$ cat config.mk
export PLATFORM = sky130hd
export DESIGN_NAME = cfg_i2c_wslave
export DESIGN_NICKNAME = d
export VERILOG_FILES = /design/src/rtl/cfg_i2c_pkg.sv /design/src/rtl/i2c_bus_events.sv /design/src/rtl/i2c_wr_fsm.sv /design/src/rtl/cfg_reg_bank.sv /design/src/rtl/cfg_i2c_wslave.sv
export SDC_FILE = /design/constraint.sdc
export NUM_CORES = 1
export LEC_CHECK = 0
export CAP_MARGIN = 20
export CORE_MARGIN = 3
export CORE_UTILIZATION = 52
export DETAILED_ROUTE_END_ITERATION = 7
export PLACE_DENSITY = 0.79
export SYNTH_ARGS = -nofsm -noshare
export SYNTH_HDL_FRONTEND = slang
export SYNTH_SLANG_ARGS = --single-unit
$ cat constraint.sdc
create_clock -name clk -period 2.25 [get_ports clk]
set_input_delay 0.3375 -clock clk [delete_from_list [all_inputs] [get_ports clk]]
set_output_delay 0.3375 -clock clk [all_outputs]
set_load 0.005 [all_outputs]
$ cat src/rtl/cfg_i2c_pkg.sv
package cfg_i2c_pkg;

  typedef enum logic [2:0] {
    ST_IDLE,
    ST_RECV,
    ST_WAIT_ACK,
    ST_ACK,
    ST_IGNORE
  } wsl_state_e;

  // Address byte match: 7-bit device address with write (0) in LSB
  function automatic logic addr_hit(input logic [7:0] rx_byte, input logic [6:0] dev7);
    return rx_byte == {dev7, 1'b0};
  endfunction

  // True while the bank still has a free entry at index idx
  function automatic logic slot_free(input int unsigned idx, input int unsigned depth);
    return idx < depth;
  endfunction

endpackage

$ cat src/rtl/i2c_bus_events.sv
module i2c_bus_events #(
  parameter int SYNC_STAGES = 2
) (
  input  logic clk,
  input  logic rst_n,
  input  logic scl_i,
  input  logic sda_i,
  output logic scl_rise,
  output logic scl_fall,
  output logic start_ev,
  output logic stop_ev,
  output logic sda_bit
);

  logic [SYNC_STAGES-1:0] scl_sh, sda_sh;
  logic scl_s, sda_s, scl_d, sda_d;

  always_ff @(posedge clk or negedge rst_n) begin
    if (!rst_n) begin
      scl_sh <= '1;
      sda_sh <= '1;
      scl_d  <= 1'b1;
      sda_d  <= 1'b1;
    end else begin
      scl_sh <= {scl_sh[SYNC_STAGES-2:0], scl_i};
      sda_sh <= {sda_sh[SYNC_STAGES-2:0], sda_i};
      scl_d  <= scl_s;
      sda_d  <= sda_s;
    end
  end

  assign scl_s    = scl_sh[SYNC_STAGES-1];
  assign sda_s    = sda_sh[SYNC_STAGES-1];
  assign scl_rise = scl_s & ~scl_d;
  assign scl_fall = ~scl_s & scl_d;
  assign start_ev = scl_s & scl_d & sda_d & ~sda_s;
  assign stop_ev  = scl_s & scl_d & ~sda_d & sda_s;
  assign sda_bit  = sda_s;

endmodule

$ cat src/rtl/i2c_wr_fsm.sv
module i2c_wr_fsm
  import cfg_i2c_pkg::*;
#(
  parameter int         NREG      = 10,
  parameter logic [6:0] DEV_ADDR7 = 7'h69,
  localparam int        IW        = $clog2(NREG + 1)
) (
  input  logic          clk,
  input  logic          rst_n,
  input  logic          scl_rise,
  input  logic          scl_fall,
  input  logic          start_ev,
  input  logic          stop_ev,
  input  logic          sda_bit,
  output logic          sda_pull,
  output logic          wr_en,
  output logic [IW-1:0] wr_idx,
  output logic [7:0]    wr_data
);

  wsl_state_e    state;
  logic [2:0]    bitcnt;
  logic [7:0]    shreg;
  logic          is_addr;
  logic [IW-1:0] idx;
  logic          take_data;

  assign take_data = !is_addr && slot_free(32'(idx), NREG);

  always_ff @(posedge clk or negedge rst_n) begin
    if (!rst_n) begin
      state   <= ST_IDLE;
      bitcnt  <= '0;
      shreg   <= '0;
      is_addr <= 1'b0;
      idx     <= '0;
      wr_en   <= 1'b0;
      wr_idx  <= '0;
      wr_data <= '0;
    end else begin
      wr_en <= 1'b0;
      if (start_ev) begin
        state   <= ST_RECV;
        bitcnt  <= '0;
        is_addr <= 1'b1;
        idx     <= '0;
      end else if (stop_ev) begin
        state <= ST_IDLE;
      end else begin
        case (state)
          ST_RECV: if (scl_rise) begin
            shreg  <= {shreg[6:0], sda_bit};
            bitcnt <= bitcnt + 3'd1;
            if (bitcnt == 3'd7) state <= ST_WAIT_ACK;
          end
          ST_WAIT_ACK: if (scl_fall) begin
            if (is_addr) begin
              is_addr <= 1'b0;
              state   <= addr_hit(shreg, DEV_ADDR7) ? ST_ACK : ST_IGNORE;
            end else if (take_data) begin
              state   <= ST_ACK;
              wr_en   <= 1'b1;
              wr_idx  <= idx;
              wr_data <= shreg;
              idx     <= idx + 1'b1;
            end else begin
              state <= ST_IGNORE;
            end
          end
          ST_ACK: if (scl_fall) begin
            state  <= ST_RECV;
            bitcnt <= '0;
          end
          default: ;
        endcase
      end
    end
  end

  assign sda_pull = (state == ST_ACK);


  ack_rise_on_fall_chk: assert property (@(posedge clk) disable iff (!rst_n)
    $rose(sda_pull) |-> $past(scl_fall));


  release_after_stop_chk: assert property (@(posedge clk) disable iff (!rst_n)
    stop_ev |=> !sda_pull);


  index_clear_on_start_chk: assert property (@(posedge clk) disable iff (!rst_n)
    start_ev |=> (idx == '0));

endmodule

$ cat src/rtl/cfg_reg_bank.sv
module cfg_reg_bank #(
  parameter int  NREG = 10,
  localparam int IW   = $clog2(NREG + 1)
) (
  input  logic            clk,
  input  logic            rst_n,
  input  logic            wr_en,
  input  logic [IW-1:0]   wr_idx,
  input  logic [7:0]      wr_data,
  output logic [8*NREG-1:0] bank_o
);

  for (genvar g = 0; g < NREG; g++) begin : g_entry
    logic [7:0] entry_q;
    always_ff @(posedge clk or negedge rst_n) begin
      if (!rst_n)                                entry_q <= 8'hFF;
      else if (wr_en && wr_idx == IW'(g))        entry_q <= wr_data;
    end
    assign bank_o[8*g +: 8] = entry_q;
  end


  write_in_range_chk: assert property (@(posedge clk) disable iff (!rst_n)
    wr_en |-> (32'(wr_idx) < NREG));


  bank_hold_chk: assert property (@(posedge clk) disable iff (!rst_n)
    !wr_en |=> $stable(bank_o));

endmodule

$ cat src/rtl/cfg_i2c_wslave.sv
module cfg_i2c_wslave #(
  parameter int         NREG        = 10,
  parameter logic [6:0] DEV_ADDR7   = 7'h69,
  parameter int         SYNC_STAGES = 2,
  localparam int        IW          = $clog2(NREG + 1)
) (
  input  logic              clk,
  input  logic              rst_n,
  input  logic              scl_i,
  input  logic              sda_i,
  output logic              sda_pull,
  output logic [8*NREG-1:0] ctrl_o
);

  logic          scl_rise, scl_fall, start_ev, stop_ev, sda_bit;
  logic          wr_en;
  logic [IW-1:0] wr_idx;
  logic [7:0]    wr_data;

  i2c_bus_events #(.SYNC_STAGES(SYNC_STAGES)) u_events (
    .clk      (clk),
    .rst_n    (rst_n),
    .scl_i    (scl_i),
    .sda_i    (sda_i),
    .scl_rise (scl_rise),
    .scl_fall (scl_fall),
    .start_ev (start_ev),
    .stop_ev  (stop_ev),
    .sda_bit  (sda_bit)
  );

  i2c_wr_fsm #(.NREG(NREG), .DEV_ADDR7(DEV_ADDR7)) u_fsm (
    .clk      (clk),
    .rst_n    (rst_n),
    .scl_rise (scl_rise),
    .scl_fall (scl_fall),
    .start_ev (start_ev),
    .stop_ev  (stop_ev),
    .sda_bit  (sda_bit),
    .sda_pull (sda_pull),
    .wr_en    (wr_en),
    .wr_idx   (wr_idx),
    .wr_data  (wr_data)
  );

  cfg_reg_bank #(.NREG(NREG)) u_bank (
    .clk     (clk),
    .rst_n   (rst_n),
    .wr_en   (wr_en),
    .wr_idx  (wr_idx),
    .wr_data (wr_data),
    .bank_o  (ctrl_o)
  );


  pull_change_on_event_chk: assert property (@(posedge clk) disable iff (!rst_n)
    (sda_pull != $past(sda_pull)) |-> $past(scl_fall || start_ev || stop_ev));


  commit_with_ack_chk: assert property (@(posedge clk) disable iff (!rst_n)
    wr_en |-> sda_pull);

endmodule

# Word-level counts from Yosys, hierarchy flattened
# Cells that the tools add are included.
[totals]
register_bits = 118
out_inout_bits = 81
[op_classes]
n_reduce_logical = 24
n_mux = 31
addsub = 2
bitwise_logic = 14
n_lt_le_gt_ge = 1
n_eq_ne = 22
[op_table]
columns = ["cell", "n"]
rows = [
  ["two-way mux 3 bit", 13],
  ["two-way mux 4 bit", 6],
  ["equality test 4 x 3 -> 1 bit, second input constant", 4],
  ["logical AND 1 bit", 11],
  ["two-way mux 1 bit", 10],
  ["AND reduction 5 bit", 2],
  ["one-hot mux 3 bit (3 select lines)", 1],
  ["equality test 4 x 2 -> 1 bit, second input constant", 2],
  ["equality test 4 bit, second input constant", 2],
  ["equality test 8 bit, second input constant", 1],
  ["!= test 4 bit, second input constant", 2],
  ["AND reduction 4 bit", 2],
  ["bitwise AND 1 bit", 7],
  ["NOT 1 bit", 7],
  ["equality test 3 x 2 -> 1 bit, second input constant", 2],
  ["one-hot mux 3 bit (2 select lines)", 1],
  ["AND reduction 6 bit", 1],
  ["nonzero test 2 bit", 3],
  ["nonzero test 5 bit", 1],
  ["adder 4 x 1 -> 4 bit, second input constant", 1],
  ["equality test 4 x 1 -> 1 bit, second input constant", 1],
  ["logical NOT 4 bit", 1],
  ["less-than comparator 4 bit, second input constant", 1],
  ["!= test 2 bit, second input constant", 2],
  ["other kinds (10)", 10],
]

# Longest topological paths before layout
# Gate-level depths: netlist (run 1).
[logic_depth]
ltp_word = 8
ltp_mapped = 6
mapped_depth_nobuf = 5

# Cells and area by module
# From an unflattened synthesis (run 1), not the netlist that was laid out.
[unflattened]
hier_cells = 299
area_unflattened_um2 = 4843.4
[by_module_without_submodules]
columns = ["mod", "instances", "seq_area_each_um2", "area_per_inst_um2", "cells_per_inst"]
rows = [
  ["cfg_reg_bank", 1, 2102.0, 3223.1, 187],
  ["i2c_wr_fsm", 1, 800.8, 1430.1, 102],
  ["i2c_bus_events", 1, 157.7, 190.2, 10],
]

# Worst setup path after synthesis (run 1)
# OpenSTA, ideal clock, no wires.
[synth_timing]
path_type = "flip-flop to flip-flop"
start = "register u_events.scl_d"
end = "register u_fsm.wr_data[4]"
setup_time_ns = 0.125
t_arrival_ns = 1.762
slack_ns = 0.363
period_less_slack_ns = 1.887
path_buffers = 2
stages_incl_launch_ff = 6
required_time_ns = 2.125
path_cell_list = "dfstp_2 -> and4bb_1 -> or4b_1 -> buf_6 -> buf_8 -> mux2_4"
[synth_between]
elab_chain_cells = 5
word_cells_on_any_way = 9
classes_between = "8 x bitwise; 1 x reduce/logical"
[synth_rtl]
columns = ["item", "line", "source"]
rows = [
  ["from (decl)", "i2c_bus_events.sv:16", "logic scl_s, sda_s, scl_d, sda_d;"],
  ["from (signal assigned)", "i2c_bus_events.sv:27", "scl_d <= scl_s;"],
  ["bitwise AND 1 bit", "i2c_bus_events.sv:36, i2c_bus_events.sv:37", ""],
  ["bitwise AND 1 bit (on tied branches) (2 in series)", "i2c_bus_events.sv:37, i2c_bus_events.sv:36", ""],
  ["NOT 1 bit (no line)", "n/a", ""],
  ["AND reduction 6 bit (no line) *", "n/a", ""],
  ["to (signal assigned)", "i2c_wr_fsm.sv:64", "wr_data <= shreg;"],
  ["to (decl)", "i2c_wr_fsm.sv:18", "output logic [7:0] wr_data"],
]
# Every way passes the cells marked *; elsewhere a longest branch is shown, timed or not.
# A chain may end at the register's enable or synchronous reset.

# Worst setup path after layout (run 1)
[layout_timing]
start = "register u_fsm.state[2]"
end = "output sda_pull"
[layout_between]
elab_chain_cells = 1
[layout_rtl]
columns = ["item", "line", "source"]
rows = [
  ["from (decl)", "i2c_wr_fsm.sv:21", "wsl_state_e state;"],
  ["from (signal assigned)", "i2c_wr_fsm.sv:59", "state <= addr_hit(shreg, DEV_ADDR7) ? ST_ACK : ST_IGNORE;"],
  ["equality test 3 x 2 -> 1 bit", "i2c_wr_fsm.sv:80", "assign sda_pull = (state == ST_ACK);"],
  ["to (decl)", "cfg_i2c_wslave.sv:11", "output logic sda_pull,"],
]
# Every way passes these cells.

==> results of run 1 <==
[final timing paths]
check                      slack, ns                            to  cells past startpoint
max in group asynchronous       1.11  u_bank.g_entry[8].entry_q[7]                      3
hold reg to reg                 0.36            u_events.sda_sh[1]                      0
min in group asynchronous       0.43              u_fsm.wr_data[4]                      2
hold / removal                  0.24            u_events.scl_sh[0]                      1
setup reg to reg                0.30                  u_fsm.idx[2]                      6
setup / recovery                0.12                      sda_pull                      3
[power by group through the flow]
stage / sequential, W / clock (W) / combinational [W]
floorplan: 0.00233 / 0 / 0.000144
global placement: 0.00236 / 0 / 0.000210
detailed placement: 0.00236 / 0 / 0.000223
CTS: 0.00234 / 0.00284 / 0.000228
global route: 0.00235 / 0.00292 / 0.000259
finish: 0.00234 / 0.00279 / 0.000225
[cell type report]
class                   count  area (µm²)
well taps                 108         135
clock buffers              20         467
repair buffers             94         928
multi-input cells         173        1580
inverters                   1        3.75
fillers                   566        2430
flip-flops and latches    118        3060
clock inverters            12         164
[state kept, by name (all words and copies together), names as in the netlist]
register,cells
u_fsm.state,3
u_fsm.wr_idx,4
u_events.scl_d,1
u_fsm.bitcnt,3
u_fsm.wr_en,1
u_fsm.shreg,8
u_fsm.is_addr,1
u_fsm.wr_data,8
u_events.sda_d,1
u_events.scl_sh,2
u_events.sda_sh,2
u_bank.g_entry.entry_q,80
u_fsm.idx,4
[cell usage in the layout, fill, tap and decap left out, types with 6 or more instances in the layout]
cell             count
clkbuf_16           17
nand2_1             24
nor2_1               6
clkdlybuf4s50_1     83
buf_4                9
mux2_2              93
dfstp_2             86
dfrtp_1             31
[stage by stage]
stage | std cells | hold WS (ns) | util, %
finish | 526 | 0.238 | 72.3
global route | 526 | 0.218 | 72.3
CTS | 526 | 0.214 | 72.2
detailed placement | 493 | 0.349 | 64.9
global placement | 493 | 0.347 | 64.9
floorplan | 307 | 0.0419 | -
[logic make-up (layout without fill, tap and decap cells)]
kind of cell               count (synthesis)  count (layout)  synth area share (%)
buffers and inverters                     16             127                  1.67
DFF                                      118             118                  65.0
muxes                                     97              97                  23.4
xor gates and xnor gates                   1               1                 0.186
adders and majority gates                  3               3                 0.798
AOI/OAI and AO/OA                         16              16                  2.37
and+or+nand+nor                           56              56                  6.54
[critical path, stage by stage, from the launching register on]
cell and delay [ns]:
dfrtp_1 0.47, nor2b_4 0.18, and2_1 0.15, clkdlybuf4s50_1 0.50
[what timing repair did]
item,CTS,global route
endpoints found under the setup margin,1,1
gates cloned,0,0
hold buffers,1,0
buffers inserted,0,0
hold endpoints to repair,18,0
resized for setup,1,2
[layer usage]
layer  vias to the layer above  part of all wire (%)  track usage [%]
met4                         0                   1.1             6.03
met2                        86                    52             35.7
li1                       1277                     -                -
met1                      1528                    42             25.9
met5                         -                     0                0
met3                         9                   5.0             5.51
==> flow_summary.toml, run 1 <==
[run_status]
status = "completed"

[clock_tree]
clkTransAtPathRegs_ns = 0.06
clk_path_buf_depth = 2
clock-root-buffer = "clkbuf_8"
numCtsBuffers = 17
cts.sinks = 118
cts_htree_levels = 4
cts_tree = "yes"
clock_latency_ns = 0.50

[logic_synthesis]
synth_area_leader_cell = "dfstp_2"
async_reset_ff_share_pct = 100
synth_top_area_share_pct = 48.0
syn_avg_cell_area_um2 = 15.3
yosys_warnings = 0
ys_top_cells_by_count = "mux2_2 (93), dfstp_2 (86), dfrtp_1 (32)"
synth_cell_type_count = 37
synth_most_common_cell = "mux2_2"
ys_seq_area_share_pct = 65.0
synth.area.top_cells = "dfstp_2 (48%), mux2_2 (22%), dfrtp_1 (17%)"
synth-edff-count = 0
synth_nets = 314
synth_flop_cell = "dfstp_2"
netlist_area_um2 = 4710
syn_inst = 307
ys_ff_latch = 118

[timing]
maxSlewHeadroom_pct = 54.1
worstMarginPinSlew_ns = 0.686
drv_slew = 0
min_period_over_period_pct = 94.9
skew_ns = 0.00569
fmaxAchievable_mhz = 468
period_minus_slack_ns = 2.13
tns_ns = 0
finalHoldViolCount = 0
rsz0062_at_grt = "no"
setup_violations = 0
setup_ws_ns = 0.115

[worst_setup_path]
critical_path_class = "reg2out"
critical_path_required_ns = 1.91
crit_path_start = "u_fsm.state[2]"
cp_max_fo = 5
crit_arrival_ns = 1.80
r2r-start = "u_events.scl_d"
crit_path_end_kind = "output port"
start_kind = "flop"

[detailed_routing]
initialDrtViolationCount = 126
ant_nets = 0
vias = 2900
wirelength_um = 9990
via_per_inst = 5.51
wl_per_cell_um = 19.0
drc = 0
drtPass1Iterations = 4

[final_layout]
synthToLayoutAreaGrowth_pct = 34.6
postLayoutCellArea_um2 = 6330
final_layout_size_suffix_gt1_share_pct = 54.3
antennaDiodeCount = 0
fin_nets = 412

[min_path]
hp-start = "scl_i"
min_path_type = "in2reg"

[global_routing]
grt_max_degree = 53
overflow = 0
antenna_found_initial = 0
grt_pass1_wl_um = 16000
grt_pass1_vias = 3049
grt_usage_pct = 20.7

[pwr]
seq_power_share_pct = 43.7
clock_power_share_pct = 52.1
p_sw_w = 0.00117
power.share.combinational_pct = 4.2
power.leakage_nw = 2.70
switching_share_pct = 21.9
ir_drop_uv = 503
internal-power_w = 0.00418
finalPower_w = 0.00535
powerDensity_nw_per_um2 = 845

[placement]
placedInstanceArea_um2 = 5690
post-place-ws_ns = 0.327
hpwl_um = 6640
gp_congestion = 0.883
io_buffers = 84

[floorplan]
coreArea_um2 = 8760
dieArea_um2 = 10200
start_util_pct = 53.7
die_h_um = 101
die_w_um = 101
io_pins = 85
num_rows = 34

[job]
drv_cap = 0
Note: power is estimated with default switching activity, not from simulation.
==> run 2: changes to the inputs <==
--- a/config.mk
+++ b/config.mk
@@ -7,9 +7,10 @@
 export LEC_CHECK = 0
 export CAP_MARGIN = 20
 export CORE_MARGIN = 3
-export CORE_UTILIZATION = 52
+export CORE_UTILIZATION = 58
 export DETAILED_ROUTE_END_ITERATION = 7
-export PLACE_DENSITY = 0.79
+export DONT_BUFFER_PORTS = 1
+export PLACE_DENSITY = 0.74
 export SYNTH_ARGS = -nofsm -noshare
 export SYNTH_HDL_FRONTEND = slang
 export SYNTH_SLANG_ARGS = --single-unit
==> run 2 against run 1 <==
  * The flow now finishes with violations (negative hold slack)
  * Total power fell by 5.1%
  * Core utilization shrank 3.3 points
  * First-iteration DRC count fell by 24%
  * Combinational power fell by 25%
  * Design area fell by 15%
  * Setup slack gained 0.16 ns
  * Sequential power about the same
  * Die area decreased by 9.7%
  * Final cell count shrank 18%
==> flow_summary.toml, run 2 (synthesis results as in run 1) <==
[worst_setup_path]
critical_path_required_ns = 2.63
r2r-end = "u_fsm.idx[2]"
r2r-start = "u_events.scl_d"
worstPathCellList = "and4bb_1 -> or4b_1 -> buf_4 -> clkinv_1 -> nand2_1 -> mux2i_1"
critical_path_class = "reg2reg"
start_kind = "flop"
crit_arrival_ns = 2.36
crit_path_start = "u_events.scl_d"
slowest_stage = "dfstp_2"
cpPeakStageDelay_ns = 0.57
worstSetupEndpoint = "u_fsm.idx[2]"
r2r_setup_slack_ns = 0.28
reg2reg_depth = 6
cp_max_fo = 16
crit_path_end_kind = "flop"

[floorplan]
num_rows = 32
coreArea_um2 = 7810
start_util_pct = 60.3
io_pins = 85
die_w_um = 96.1
die_h_um = 96.1
dieArea_um2 = 9230

[final_layout]
largest_reg_flops = 80
reg_top3 = "u_bank.g_entry.entry_q x80, u_fsm.shreg x8, u_fsm.wr_data x8"
final_cell_mix = "mux2_2 (93), dfstp_2 (86), dfrtp_1 (32)"
nFillCells = 528
synthToLayoutAreaGrowth_pct = 14.5
top_register = "u_bank.g_entry.entry_q"
fin_nets = 324
antennaDiodeCount = 0
multi_input_area_um2 = 1570
layout_commonest_cell = "mux2_2"
seqCellArea_um2 = 3060
final_layout_size_suffix_gt1_share_pct = 66.4

[global_routing]
grt_max_degree = 119
grt_use_met3_pct = 9.23
overflow = 0
antenna_found_initial = 0
grt_pass1_vias = 2608
grt_pass1_wl_um = 13800
grt_usage_pct = 20.6
use_met1_pct = 25.2
met2_usage_pct = 32.3
busiest_layer = "met2"

[timing]
fmaxAchievable_mhz = 507
skew_ns = 0.00834
rsz0062_at_grt = "no"
drv_slew = 0
min_period_over_period_pct = 87.7
setup_violations = 0
tns_ns = 0
worstMarginPinSlew_ns = 0.651
finalHoldViolCount = 118
whs_ns = -0.475
maxSlewHeadroom_pct = 56.4
period_minus_slack_ns = 1.97

[placement]
hpwl_um = 5630
gp_congestion = 0.841
io_buffers = 0

[clock_tree]
clock-root-buffer = "clkbuf_8"
numCtsBuffers = 17
postCtsSetupBuffers = 0
cts_htree_levels = 4
hold_buffers = 2
clk_path_buf_depth = 2
cts_resized = 0
clkTransAtPathRegs_ns = 0.06
clock_latency_ns = 0.51
cts.sinks = 118
cts_tree = "yes"

[detailed_routing]
via_per_inst = 5.88
initialDrtViolationCount = 96
ant_nets = 0
vias = 2542
drc = 0
wirelength_um = 8990
drtPass1Iterations = 4
wl_per_cell_um = 20.8

[pwr]
p_sw_w = 0.00113
switching_share_pct = 22.2
power.share.combinational_pct = 3.3
powerDensity_nw_per_um2 = 943
clock_power_share_pct = 50.7
ir_drop_uv = 579
seq_power_share_pct = 46.0
internal-power_w = 0.00395
power.leakage_nw = 2.35

[min_path]
min_path_type = "in2async"

[run_status]
violations = "negative hold slack"
status = "finished, violations left"

[job]
drv_cap = 0
[run 2: cell types whose count changed in the layout (fill, tap and decap cells not counted)]
cell	before	now
buf_12	1	0
buf_4	9	4
bufinv_16	3	2
clkbuf_16	17	16
clkbuf_8	3	2
clkdlybuf4s50_1	83	0
clkinv_2	1	3
clkinvlp_4	1	2
dfrtp_1	31	32
dfrtp_2	1	0
dlygate4sd3_1	1	2
nor2b_1	0	1
nor2b_4	1	0
[run 2: power by group through the flow]
stage / clock network [W] / logic, W / registers (W)
4_1_cts: 0.00263 / 0.000170 / 0.00234
3_5_place_dp: 0 / 0.000164 / 0.00237
2_1_floorplan: 0 / 0.000144 / 0.00233
6_report: 0.00257 / 0.000168 / 0.00234
3_3_place_gp: 0 / 0.000156 / 0.00236
5_1_grt: 0.00273 / 0.000189 / 0.00235
[run 2: worst min-delay path by stage]
stage               start              end  slack (ns)  cells after the start
floorplan           rst_n  u_fsm.bitcnt[0]        0.04                      0
global placement    rst_n     u_fsm.idx[3]        0.05                      0
detailed placement  rst_n      u_fsm.wr_en        0.05                      0
CTS                 rst_n  u_fsm.bitcnt[0]       -0.50                      0
global route        rst_n      u_fsm.wr_en       -0.51                      0
finish              rst_n  u_fsm.wr_idx[0]       -0.47                      0
[run 2: critical path, delay by kind of cell, from the launching register on]
kind | cells | cell delay, ns
and+or+nand+nor | 3 | 0.79
buffers and inverters | 2 | 0.35
muxes | 1 | 0.13
DFF | 1 | 0.57
[run 2: final cells by class]
class,instances,share of cell area [%]
timing repair buffer,6,0.929
clock inverter,14,2.81
clock buffer,18,7.94
inverter,1,0.0697
sequential,118,56.8
multi-input combinational,173,29.1
tap,102,2.37
[run 2: routing by layer]
layer	vias to the layer above	part of all wire, %
met4	0	1.1
met5	-	0
met1	1340	42
li1	1118	-
met3	11	7.6
met2	73	49
[run 2: stage by stage]
stage,setup WS [ns],std cells,utilization (%),cell area (µm²),total power (W)
global placement,0.389,398,61.3,4790,0.00251
detailed placement,0.300,398,61.3,4790,0.00253
finish,0.277,432,69.0,5390,0.00508
global route,0.181,432,69.0,5390,0.00527
CTS,0.266,432,69.0,5390,0.00514
floorplan,0.363,307,-,4710,0.00247
